## config.mk

```make
export PLATFORM = sky130hd
export DESIGN_NAME = pt_walker
export DESIGN_NICKNAME = d
export VERILOG_FILES = /design/src/rtl/pt_walker.sv
export SDC_FILE = /design/constraint.sdc
export NUM_CORES = 1
export LEC_CHECK = 0
export BUFFER_PORTS_ARGS = -buffer_cell sky130_fd_sc_hd__buf_4
export CORE_UTILIZATION = 38
export CTS_BUF_LIST = sky130_fd_sc_hd__clkbuf_8
export DETAILED_ROUTE_END_ITERATION = 8
export PLACE_DENSITY = 0.59
export SYNTH_ARGS = -nofsm -noshare
export SYNTH_HDL_FRONTEND = slang
export SYNTH_SLANG_ARGS = --single-unit
```

## constraint.sdc

```tcl
create_clock -name clk -period 2.4 [get_ports clk]
set_clock_uncertainty 0.1 [all_clocks]
set_input_delay 0.48 -clock clk [delete_from_list [all_inputs] [get_ports clk]]
set_output_delay 0.48 -clock clk [all_outputs]
set_load 0.02 [all_outputs]
```

## src/rtl/pt_walker.sv

```systemverilog
module pt_walker (
  input  logic        clk,
  input  logic        rst_n,
  input  logic [31:0] tbase_i,
  input  logic        req_i,
  input  logic [31:0] vaddr_i,
  output logic        gnt_o,
  output logic        mem_req_o,
  output logic [31:0] mem_addr_o,
  input  logic        mem_rvalid_i,
  input  logic [31:0] mem_rdata_i,
  output logic        done_o,
  output logic [31:0] paddr_o,
  output logic [3:0]  perm_o,
  output logic [17:0] status_o,
  output logic [31:0] l1_fault_va_o,
  output logic [31:0] l2_fault_va_o
);

  localparam int OFF_W  = 12;
  localparam int PIX_W  = 8;
  localparam int DIX_W  = 32 - OFF_W - PIX_W;
  localparam int PT_LSB = 10;
  localparam int FLT_L1 = 16;
  localparam int FLT_L2 = 17;

  typedef enum logic [2:0] {S_IDLE, S_DREQ, S_DWAIT, S_PREQ, S_PWAIT} st_t;

  st_t         st;
  logic [31:0] va_q, addr_q, pa_q, l1_q, l2_q;
  logic [3:0]  perm_q;
  logic [17:0] stat_q;
  logic        done_q;

  logic take, d_rsp, p_rsp, d_ok, p_ok;
  logic [31:0] dir_addr, pg_addr;

  assign gnt_o    = (st == S_IDLE);
  assign take     = req_i && gnt_o;
  assign d_rsp    = (st == S_DWAIT) && mem_rvalid_i;
  assign p_rsp    = (st == S_PWAIT) && mem_rvalid_i;
  assign d_ok     = (mem_rdata_i[1:0] == 2'b01);
  assign p_ok     = mem_rdata_i[1];
  assign dir_addr = tbase_i + {{(30-DIX_W){1'b0}}, vaddr_i[31 -: DIX_W], 2'b00};
  assign pg_addr  = {mem_rdata_i[31:PT_LSB], {PT_LSB{1'b0}}}
                  + {{(30-PIX_W){1'b0}}, va_q[OFF_W +: PIX_W], 2'b00};

  assign mem_req_o     = (st == S_DREQ) || (st == S_PREQ);
  assign mem_addr_o    = addr_q;
  assign done_o        = done_q;
  assign paddr_o       = pa_q;
  assign perm_o        = perm_q;
  assign status_o      = stat_q;
  assign l1_fault_va_o = l1_q;
  assign l2_fault_va_o = l2_q;

  always_ff @(posedge clk or negedge rst_n) begin
    if (!rst_n) begin
      st     <= S_IDLE;
      va_q   <= '0;
      addr_q <= '0;
      pa_q   <= '0;
      perm_q <= '0;
      stat_q <= '0;
      l1_q   <= '0;
      l2_q   <= '0;
      done_q <= 1'b0;
    end else begin
      done_q <= 1'b0;
      case (st)
        S_IDLE: if (take) begin
          va_q   <= vaddr_i;
          addr_q <= dir_addr;
          st     <= S_DREQ;
        end
        S_DREQ: st <= S_DWAIT;
        S_DWAIT: if (d_rsp) begin
          if (d_ok) begin
            addr_q <= pg_addr;
            st     <= S_PREQ;
          end else begin
            pa_q           <= '0;
            perm_q         <= '0;
            stat_q         <= '0;
            stat_q[FLT_L1] <= 1'b1;
            l1_q           <= va_q;
            done_q         <= 1'b1;
            st             <= S_IDLE;
          end
        end
        S_PREQ: st <= S_PWAIT;
        S_PWAIT: if (p_rsp) begin
          stat_q <= '0;
          done_q <= 1'b1;
          st     <= S_IDLE;
          if (p_ok) begin
            pa_q   <= {mem_rdata_i[31:OFF_W], va_q[OFF_W-1:0]};
            perm_q <= mem_rdata_i[7:4];
          end else begin
            pa_q           <= '0;
            perm_q         <= '0;
            stat_q[FLT_L2] <= 1'b1;
            l2_q           <= va_q;
          end
        end
        default: st <= S_IDLE;
      endcase
    end
  end

  a_r2_busy_no_grant: assert property (@(posedge clk) disable iff (!rst_n)
    mem_req_o |-> !gnt_o);

  a_r3_dir_issue: assert property (@(posedge clk) disable iff (!rst_n)
    (req_i && gnt_o) |=> (mem_req_o && mem_addr_o ==
      $past(tbase_i) + {18'b0, $past(vaddr_i[31:20]), 2'b00}));

  a_r3_req_pulse: assert property (@(posedge clk) disable iff (!rst_n)
    mem_req_o |=> !mem_req_o);

  a_r6_fault_clears_result: assert property (@(posedge clk) disable iff (!rst_n)
    (done_o && status_o != 18'd0) |-> (paddr_o == 32'd0 && perm_o == 4'd0));

  a_r6_single_flag: assert property (@(posedge clk) disable iff (!rst_n)
    done_o |-> !(status_o[FLT_L1] && status_o[FLT_L2]));

  a_r9_done_pulse: assert property (@(posedge clk) disable iff (!rst_n)
    done_o |=> (!done_o && $stable(paddr_o) && $stable(status_o)));

endmodule

```

Word-level counts from Yosys, hierarchy flattened

Cells that the tools add are included.
Widths: inputs -> output; s select.

Add/sub/neg operators: 2
Eq/ne operators: 10
Multiplexer cells: 28
Bitwise operators: 2
Reduce and logical (&&, ||, !) cells: 13

Operator list:

| operator           | number |
|---|---|
| $mux 32            | 7 |
| $pmux 32 s2        | 2 |
| $mux 18            | 3 |
| $pmux 18 s2        | 1 |
| $add 32x10->32     | 1 |
| $add 32x14->32     | 1 |
| $mux 4             | 4 |
| $pmux 3 s5         | 1 |
| $mux 3             | 3 |
| $reduce_and 3->1   | 3 |
| $ne 2x2->1 const B | 4 |
| $pmux 4 s2         | 1 |
| $reduce_and 4->1   | 2 |
| $eq 3x2->1 const B | 2 |
| $mux 1             | 4 |
| $reduce_bool 2->1  | 2 |
| $eq 3x1->1 const B | 1 |
| $eq 3x3->1 const B | 1 |
| $logic_and 1x1->1  | 3 |
| $logic_not 3->1    | 1 |
| $eq 2x1->1 const B | 1 |
| $mux 2             | 1 |
| $ne 2x1->1 const B | 1 |
| $not 1->1          | 2 |
| 3 further kinds    | 3 |

Register bits: 186
Bits of input ports: 100
Output and inout port bits: 153
Logic and storage cells: 64

Logic depth before layout (Yosys ltp)

Gate-level depths: netlist (run 1).

Word-level depth: 4
Depth in mapped cells: 10
Gate-level depth less buffers: 8

Least setup slack after synthesis (run 1)

Ideal clock, no wire load.

Path kind: input-to-reg
Start point: input port tbase_i[2]
End point: register addr_q[26], in the netlist mem_addr_o[26]
Setup time: 0.128 ns
Data arrival time: 2.246 ns
Data required time: 2.172 ns
Setup slack: -0.074 ns
Cell stages on the path: 8
Path buffers: 0
Cells stage by stage: ha_1 fa_1 a211oi_1 o21ai_1 a21oi_2 a2111oi_0 mux2i_1 nand3_1

Cells in the longest elaborated chain, start to end: 3

Ends and longest elaborated chain:

| item                   | RTL line | text |
|---|---|---|
| start: declaration     | 4        | `input logic [31:0] tbase_i,` |
| $add 32x14->32         | 44       | `assign dir_addr = tbase_i + {{(30-DIX_W){1'b0}}, vaddr_i[31 -: DIX_W], 2'b00};` |
| $mux 32                | 71       | `S_IDLE: if (take) begin` |
| $pmux 32 s2            | 70       | `case (st)` |
| end signal: assignment | 73       | `addr_q <= dir_addr;` |
| end signal: assignment | 79       | `addr_q <= pg_addr;` |
| end: declaration       | 30       | `logic [31:0] va_q, addr_q, pa_q, l1_q, l2_q;` |

No other way between the ends. The select of a mux whose other input is x is not followed.
A chain may end at the register's enable or synchronous reset.

Final worst setup path (run 1)

Start point: register st[1]
End point: register addr_q[25], in the netlist mem_addr_o[25]

Cells in the longest elaborated chain, start to end: 4
Elaborated cells on any way between the ends: 10
Those cells by class: 4 x eq/ne; 1 x mux; 5 x reduce/logical

Ends and longest elaborated chain:

| item                                                      | RTL line   | text |
|---|---|---|
| start: declaration                                        | 29         | `st_t st;` |
| start signal: assignment                                  | 59         | `st <= S_IDLE;` |
| start signal: assignment                                  | 74         | `st <= S_DREQ;` |
| start signal: assignment                                  | 76         | `S_DREQ: st <= S_DWAIT;` |
| $eq 3x2->1 or $logic_not 3->1 (tied branches)             | 40, 70, 38 |  |
| $logic_and 1x1->1, on equally long branches               | 40, 39     |  |
| $ne 2x2->1 (no source line) or $ne 2x1->1 (tied branches) | -          |  |
| $reduce_and 4->1 (no source line)                         | -          |  |

Parallel ways exist; a longest one is shown, timed or not.

==> summary.txt, run 1 <==
Max Clock Freq: 444 MHz
Post-synth EDFFs: 0
WS Path Type: register to register
Clk pin slew, worst setup/hold paths: 0.11 ns
Vias in the first global route: 6,578
# IOs: 253
Synth Warn #: 0
Via-to-Cell Ratio: 5.03
Depth of the worst register-to-register path: 7
Peak VDD IR: 0.629 mV
Worst hold path type: primary input to register
Most used DFF post-synth: dfrtp_1
RSZ-0062 raised after global routing: false
Net count, final: 1,181
Clock sink total: 170
Cell Chain, Critical Path: or3b_1 -> o21ai_2 -> inv_2 -> buf_4 -> and3_1 -> a211oi_1 -> nand2_1
Cts hold-fix bufs: 1
Initial DRC Count: 371
Critical path fanouts, max: 11
Die Wd: 147 um
Largest net degree at the start of global routing: 63
R2r setup slk: 0.15 ns
Number of synthesized register bits: 170
Top post-synthesis cells by area: dfrtp_1 53%, nand2_1 10%, mux2_2 9.2%
Synth area leader: dfrtp_1
Critical Path RT: 2.67 ns
WP buf/inv: 2
Setup TNS Final: 0 ns
Multi-input logic area: 3480 um2
Synth-to-Final Area Change: 35.4%
CP endpoint kind: register
Power per Cell Area: 1140 nW/um2
Hold EP: va_q[16]
IO buf count: 232
CTS Buffer Depth: 2
Post-synthesis sequential area ratio: 53.3%
Final period util: 93.8%
Distinct cells, synth: 57
FP Rows: 52
Leakage: 5.58 nW
Rel. slew slack: 49.0%
Final setup viols: 0
RR Endpoint: mem_addr_o[25]
Dpl hpwl: 17,000 um
Initial antenna violation count: 0
Final WL: 23,500 um
Worst-Margin Slew: 0.765 ns
Crit-path leading delay family: simple AND/OR/NAND/NOR gates
1st-pass router iterations: 8
Area of the die: 21,600 um2
Hold path depth: 3
Critical path's slowest cell: dfrtp_1
Clock root buffer: clkbuf_8
Clock latency on the worst-skew pair: 0.48 ns
Syn_area_per_cell: 9.98 um2
Initial Utilization: 39.1%
Placeable Area: 20,400 um2
Filler Cells Inserted: 1,968
FF/Latch Area: 4250 um2
Mapped Cells: 800
Pre-CTS WS: -0.237 ns
Min cycle time layout: 2.25 ns
CTS-repair resized insts: 0
GP Congestion: 0.827
Fin area: 10,800 um2
Slew Limit Fails: 0
Via Count: 6,789
CP Data Arrival Time: 2.52 ns
Async set-reset flop share out of synthesis: 100%
DR DRC count: 0
Worst setup SP type: register
First-pass GRT wire length: 36,700 um
Mapped Area: 7980 um2
Die Y: 147 um
CTS tree: built
Ant diodes: 0
Total grt overflow: 0
Placed inst area: 10,400 um2
Max stage delay on crit path: 0.47 ns
Total global-route track usage: 22.0%
Status: complete, no violations
Max Cap Viol: 0
Number of nets with antenna violations after routing: 0
Final WS setup: 0.149 ns
Final Power: 12.4 mW
H-tree Lvls: 4
Share of the synthesized area in the top cell type: 53.3%
Layout cells sized above 1: 38.1%
TritonCTS Buffers: 17
Worst hold start: vaddr_i[16]
FF-to-FF Start: st[1]
Final hold violation count: 0
Avg WL per Cell: 17.4 um
Post-CTS setup buffers: 0
-- area by class of cell --
class / instances / area share (%)
clock buffer: 17 / 2.16
sequential: 170 / 39.4
inverter: 5 / 0.174
clock inverter: 15 / 1.59
tap: 270 / 3.12
timing repair buffer: 295 / 21.4
multi-input combinational: 579 / 32.2
-- cell usage in the layout, fill, tap and decap left out, types with 11 or more instances in the layout --
cell type,n
a21oi_1,23
conb_1,16
clkbuf_8,18
dfrtp_1,170
ha_1,12
nor3_1,11
nand3_1,61
and3_1,16
nand2_1,218
buf_4,286
nor2_1,25
mux2_2,65
-- cells in the mapped netlist (9+ instances only) --
cell type / n
nand2_1: 218
dfrtp_1: 170
mux2_2: 65
nand3_1: 62
clkbuf_1: 30
nor2_1: 25
a21oi_1: 23
buf_4: 17
and3_1: 16
ha_1: 12
nor3_1: 11
buf_2: 10
xnor2_1: 10
a211oi_1: 9
mux2i_1: 9
o211ai_1: 9
o21ai_0: 9
-- metrics by stage --
stage / hold slack (ns) / util (%) / instances
final: 0.0791 / 52.9 / 1351
after CTS: 0.0560 / 52.9 / 1351
after floorplan: 0.0844 / - / 815
after detailed placement: 0.358 / 50.9 / 1318
after global placement: 0.350 / 50.9 / 1318
after global routing: 0.0538 / 52.9 / 1351
-- layer usage --
layer,vias to the layer above,GRT usage [%],wire length [um]
met1,3302,28.4,10000
met2,195,36.1,11400
met5,-,0,0
li1,3269,-,-
met4,0,6.39,350
met3,23,6.18,1680
-- flip-flops by register name, summed over array words and instances, names as in the netlist --
| register | cells |
|---|---|
| l1_fault_va_o | 32 |
| st | 3 |
| done_o | 1 |
| mem_addr_o | 32 |
| va_q | 32 |
| perm_o | 4 |
| status_o | 2 |
| paddr_o | 32 |
| l2_fault_va_o | 32 |
-- kinds of logic (layout without fill, tap and decap cells) --
| kind of cell | Yosys count | count (layout) | share of synthesized area (%) |
|---|---|---|---|
| flops | 170 | 170 | 53.3 |
| other cells | 1 | 16 | 0.0470 |
| buf+inv | 66 | 332 | 4.06 |
| simple gates | 369 | 369 | 20.6 |
| compound gates | 97 | 97 | 8.43 |
| xor+xnor | 10 | 10 | 1.10 |
| fa+ha+maj | 13 | 13 | 2.13 |
| mux | 74 | 74 | 10.3 |
-- worst min-delay path: cells and delay by family --
kind | cells | cell delay, ns
AND/OR/NAND/NOR | 2 | 0.08
buffers and inverters | 1 | 0.07
-- power by group --
part | switching [mW] | leakage, nW | total (mW) | internal [mW]
Clock | 1.27 | 0.198 | 2.06 | 0.795
Sequential | 0.727 | 2.18 | 4.70 | 3.97
Combinational | 3.18 | 3.20 | 5.59 | 2.42
-- worst max path at each step --
stage	slack, ns	end	start	cells past startpoint
2_1_floorplan	0.02	mem_addr_o[29]	tbase_i[4]	7
3_3_place_gp	-0.22	mem_addr_o[28]	tbase_i[2]	11
3_5_place_dp	-0.24	mem_addr_o[28]	tbase_i[2]	11
4_1_cts	0.11	gnt_o	st[1]	3
5_1_grt	0.02	mem_addr_o[25]	st[1]	7
6_report	0.15	mem_addr_o[25]	st[1]	7
Note: power is estimated with default switching activity, not from simulation.
==> run 2, diff against run 1 <==
--- a/config.mk
+++ b/config.mk
@@ -7,7 +7,7 @@
 export LEC_CHECK = 0
 export BUFFER_PORTS_ARGS = -buffer_cell sky130_fd_sc_hd__buf_4
 export CORE_UTILIZATION = 38
-export CTS_BUF_LIST = sky130_fd_sc_hd__clkbuf_8
+export CTS_BUF_LIST = sky130_fd_sc_hd__clkbuf_16
 export DETAILED_ROUTE_END_ITERATION = 8
 export PLACE_DENSITY = 0.59
 export SYNTH_ARGS = -nofsm -noshare
==> run 2 against run 1 <==
Against the previous run: critical endpoint unchanged; highest routed layer unchanged; register-to-register slack barely moved; largest cell class unchanged; via count is the same; wire length is 0.19% lower; fmax about the same.
==> summary.txt, run 2 (synthesis gave the netlist of run 1 again) <==
Status: complete, no violations
CP endpoint kind: register
Die Wd: 147 um
Slew Limit Fails: 0
Post-route insts no fill: 1,351
Critical Path RT: 2.62 ns
R2r setup slk: 0.15 ns
DR DRC count: 0
CP Data Arrival Time: 2.47 ns
Worst setup SP type: register
Clock latency on the worst-skew pair: 0.43 ns
Post-CTS setup buffers: 0
Fin area: 11,000 um2
Min cycle time layout: 2.25 ns
Vias in the first global route: 6,572
CTS-repair resized insts: 0
Power per Cell Area: 1190 nW/um2
CTS tree: built
Ant diodes: 0
Capture point of the worst path: mem_addr_o[25]
Via Count: 6,789
Peak VDD IR: 0.581 mV
Placed inst area: 10,400 um2
Commonest non-fill, non-tap cell in the layout: buf_4
Number of nets with antenna violations after routing: 0
Dpl hpwl: 17,000 um
WS Path Type: register to register
First-pass GRT wire length: 36,600 um
Synth-to-Final Area Change: 37.8%
Die Y: 147 um
Total global-route track usage: 21.9%
GP Congestion: 0.827
Worst-Margin Slew: 0.765 ns
Final hold violation count: 0
1st-pass router iterations: 4
# IOs: 253
Largest net degree at the start of global routing: 63
RSZ-0062 raised after global routing: false
Depth of the worst register-to-register path: 7
Initial Utilization: 39.1%
Via-to-Cell Ratio: 5.03
Net count, final: 1,181
Clk pin slew, worst setup/hold paths: 0.08 ns
Final Power: 13.0 mW
Total grt overflow: 0
Max Cap Viol: 0
Initial DRC Count: 454
Cts hold-fix bufs: 1
Rel. slew slack: 48.9%
Placeable Area: 20,400 um2
Leakage: 5.67 nW
Layout cells sized above 1: 38.1%
Avg WL per Cell: 17.4 um
Area of the die: 21,600 um2
Worst hold path type: primary input to register
FF-to-FF Start: st[1]
Setup TNS Final: 0 ns
H-tree Lvls: 4
Cells after DPL: 1,318
Clock sink total: 170
Fin Hold WS: 0.133 ns
CTS Buffer Depth: 2
FP Rows: 52
Initial antenna violation count: 0
RR Endpoint: mem_addr_o[25]
TritonCTS Buffers: 17
CP Launch Point: st[1]
Most frequent cells in the layout: 286 x buf_4, 218 x nand2_1, 170 x dfrtp_1
Clock root buffer: clkbuf_16
Final WL: 23,500 um
IO buf count: 232
Final setup viols: 0
Critical path fanouts, max: 11
Final period util: 93.8%
Max Clock Freq: 444 MHz
run 2: changes by cell type in the layout (fill, tap and decap cells not counted):
cell	delta
clkbuf_8	-17
clkbuf_16	+17
run 2: stage by stage:
| stage | util (%) | setup WS (ns) |
|---|---|---|
| 2_1_floorplan | - | 0.0245 |
| 3_3_place_gp | 50.9 | -0.221 |
| 3_5_place_dp | 50.9 | -0.237 |
| 4_1_cts | 53.9 | 0.155 |
| 5_1_grt | 53.9 | 0.0127 |
| 6_report | 53.9 | 0.149 |
run 2: how the worst min path moves through the flow:
stage	from	endpoint	slack, ns	cells past startpoint
2_1_floorplan	rst_n	done_o	0.08	0
3_3_place_gp	perm_o[0]	perm_o[0]	0.35	2
3_5_place_dp	paddr_o[10]	paddr_o[10]	0.36	2
4_1_cts	vaddr_i[10]	va_q[10]	0.12	3
5_1_grt	vaddr_i[5]	va_q[5]	0.12	3
6_report	vaddr_i[5]	va_q[5]	0.13	3
run 2: metal layers:
layer	global-route usage, %	share of wire, %
met1	28.3	43
met2	36.0	48
met3	5.68	7.0
met4	6.80	1.8
met5	0	0
run 2: power by group:
group / leakage [nW] / total [mW] / switching, mW / internal (mW)
clock: 0.286 / 2.75 / 1.34 / 1.41
combinational: 3.20 / 5.60 / 3.18 / 2.42
sequential: 2.18 / 4.70 / 0.722 / 3.98
total: 5.67 / 13.0 / 5.25 / 7.80
run 2: area by class of cell:
cell class / instances / area [um2]
Fill cell: 1937 / 9430
Inverter: 5 / 18.8
Timing Repair Buffer: 295 / 2310
Multi-Input combinational cell: 579 / 3480
Clock inverter: 15 / 171
Clock buffer: 17 / 425
Sequential cell: 170 / 4250
Tap cell: 270 / 338
run 2: worst max-delay path: stages, from the launching register on:
cell and delay [ns]:
dfrtp_1 0.46, or3b_1 0.41, o21ai_2 0.31, inv_2 0.18, buf_4 0.19, and3_1 0.18, a211oi_1 0.24, nand2_1 0.08
==> run 3, diff against run 2 <==
--- a/config.mk
+++ b/config.mk
@@ -9,7 +9,7 @@
 export CORE_UTILIZATION = 38
 export CTS_BUF_LIST = sky130_fd_sc_hd__clkbuf_16
 export DETAILED_ROUTE_END_ITERATION = 8
-export PLACE_DENSITY = 0.59
+export HOLD_SLACK_MARGIN = 0.08
 export SYNTH_ARGS = -nofsm -noshare
 export SYNTH_HDL_FRONTEND = slang
 export SYNTH_SLANG_ARGS = --single-unit
==> run 3 against run 2 <==
Against the previous run: sequential power barely moved; combinational power about the same; utilization up 0.074 points; first-iteration DRC count decreased by 29%; flip-flop and latch count unchanged; largest cell class unchanged; critical path type unchanged; fmax shrank 2.0%; power up 0.28%; non-clock buffer count increased by 1; global-route usage increased by 0.38 points; final cell count hardly changed; wire length is 1.1% higher; critical endpoint is now mem_addr_o[29].
==> summary.txt, run 3 (synthesis gave the netlist of run 1 again) <==
Critical Path RT: 2.65 ns
Die Y: 147 um
Final period util: 95.7%
CTS tree: built
Number of nets with antenna violations after routing: 0
Clock root buffer: clkbuf_16
Initial DRC Count: 323
Total grt overflow: 0
Comb power frac: 42.6%
Initial Utilization: 39.1%
Max Cap Viol: 0
Final WL: 23,700 um
FP Rows: 52
Switch Pwr: 5.29 mW
1st-pass router iterations: 5
Clock sink total: 170
Area of the die: 21,600 um2
Final Power: 13.1 mW
Via-to-Cell Ratio: 5.07
IO buf count: 232
Vias in the first global route: 6,717
Pre-CTS WS: -0.319 ns
Cell Chain, Critical Path: or4b_2 -> o21ai_1 -> o21ai_2 -> inv_2 -> buf_4 -> o21ai_0 -> a221oi_2
TritonCTS Buffers: 17
Min cycle time layout: 2.30 ns
Net count, final: 1,182
Initial antenna violation count: 0
GP Congestion: 0.830
CP endpoint kind: register
Most frequent cells in the layout: 287 x buf_4, 218 x nand2_1, 170 x dfrtp_1
Dpl hpwl: 17,400 um
Die Wd: 147 um
Slew Limit Fails: 0
Leakage: 5.68 nW
Placeable Area: 20,400 um2
Worst-Margin Slew: 0.745 ns
Max Clock Freq: 436 MHz
WS Path Type: register to register
Core Util, Final: 53.9%
Power per Cell Area: 1190 nW/um2
Via Count: 6,848
Final setup viols: 0
Avg WL per Cell: 17.5 um
Crit-path leading delay family: simple AND/OR/NAND/NOR gates
Layout cells sized above 1: 38.2%
Seq pwr share: 36.1%
WP buf/inv: 2
Peak VDD IR: 0.541 mV
Status: complete, no violations
Critical path's slowest cell: or4b_2
# IOs: 253
Synth-to-Final Area Change: 38.0%
Worst hold path type: primary input to register
Int Power: 7.80 mW
Final WS setup: 0.104 ns
Final hold violation count: 0
Rel. slew slack: 50.3%
Clock network power share: 21.3%
CP Data Arrival Time: 2.55 ns
DR DRC count: 0
Clock latency on the worst-skew pair: 0.43 ns
Ant diodes: 0
Worst setup SP type: register
Clk pin slew, worst setup/hold paths: 0.08 ns
First-pass GRT wire length: 37,100 um
CTS Buffer Depth: 2
Switching share of power: 40.4%
Commonest non-fill, non-tap cell in the layout: buf_4
Largest net degree at the start of global routing: 56
Max stage delay on crit path: 0.71 ns
Total global-route track usage: 22.3%
H-tree Lvls: 4
Critical path fanouts, max: 9
Fin Hold WS: 0.124 ns
run 3: cell count changes in the layout (fill, tap and decap cells not counted):
cell,change
a21oi_2,-1
a21oi_4,+1
buf_4,+1
buf_6,+1
clkbuf_8,-1
clkinv_4,+2
clkinvlp_4,-2
run 3: cell type report:
type,instances,area (um2)
clock inverter,15,174
multi-input combinational,579,3490
timing repair buffer,296,2320
fill,1948,9410
inverter,5,18.8
sequential,170,4250
clock buffer,17,425
tap,270,338
run 3: worst paths after layout:
| path | startpoint | to | depth (start not counted) | slack (ns) |
|---|---|---|---|---|
| hold / removal | vaddr_i[6] | va_q[6] | 3 | 0.12 |
| setup / recovery | st[2] | mem_addr_o[29] | 7 | 0.10 |
| min in group asynchronous | rst_n | paddr_o[28] | 2 | 0.48 |
| max in group asynchronous | rst_n | paddr_o[0] | 3 | 1.09 |
| hold reg to reg | paddr_o[16] | paddr_o[16] | 2 | 0.37 |
| setup reg to reg | st[2] | mem_addr_o[29] | 7 | 0.10 |
run 3: power groups by stage:
stage	combinational (mW)	sequential, mW	clock (mW)
2_1_floorplan	2.17	5.61	0
3_3_place_gp	5.56	4.74	0
3_5_place_dp	5.61	4.77	0
4_1_cts	5.63	4.73	2.85
5_1_grt	6.01	4.88	2.96
6_report	5.57	4.72	2.79
run 3: worst register-to-register path: cells and delay by family, from the launching register on:
kind	cells	cell delay [ns]
AND/OR/NAND/NOR	1	0.71
AO/OA/AOI/OAI	4	0.57
flip-flops	1	0.47
buffers and inverters	2	0.37
run 3: repair_timing:
action                     in CTS  in global routing
buffers inserted                0                  0
hold endpoints to repair       48                  0
hold buffers                    1                  0
resized for setup               0                  1
setup endpoints to repair       0                  3
run 3: stage by stage:
step / setup TNS, ns / area [um2] / std cells
final: 0 / 11000 / 1352
after global routing: -0.00815 / 11000 / 1352
after CTS: 0 / 11000 / 1352
after detailed placement: -3.70 / 10400 / 1319
after global placement: -3.30 / 10400 / 1319
after floorplan: 0 / 8050 / 815
run 3: layer usage:
metal / vias up / track usage (%) / share of wire, %
met3: 18 / 6.74 / 7.9
met4: 0 / 4.95 / 1.0
met1: 3334 / 29.4 / 43
met5: - / 0 / 0
li1: 3281 / - / -
met2: 215 / 36.1 / 48
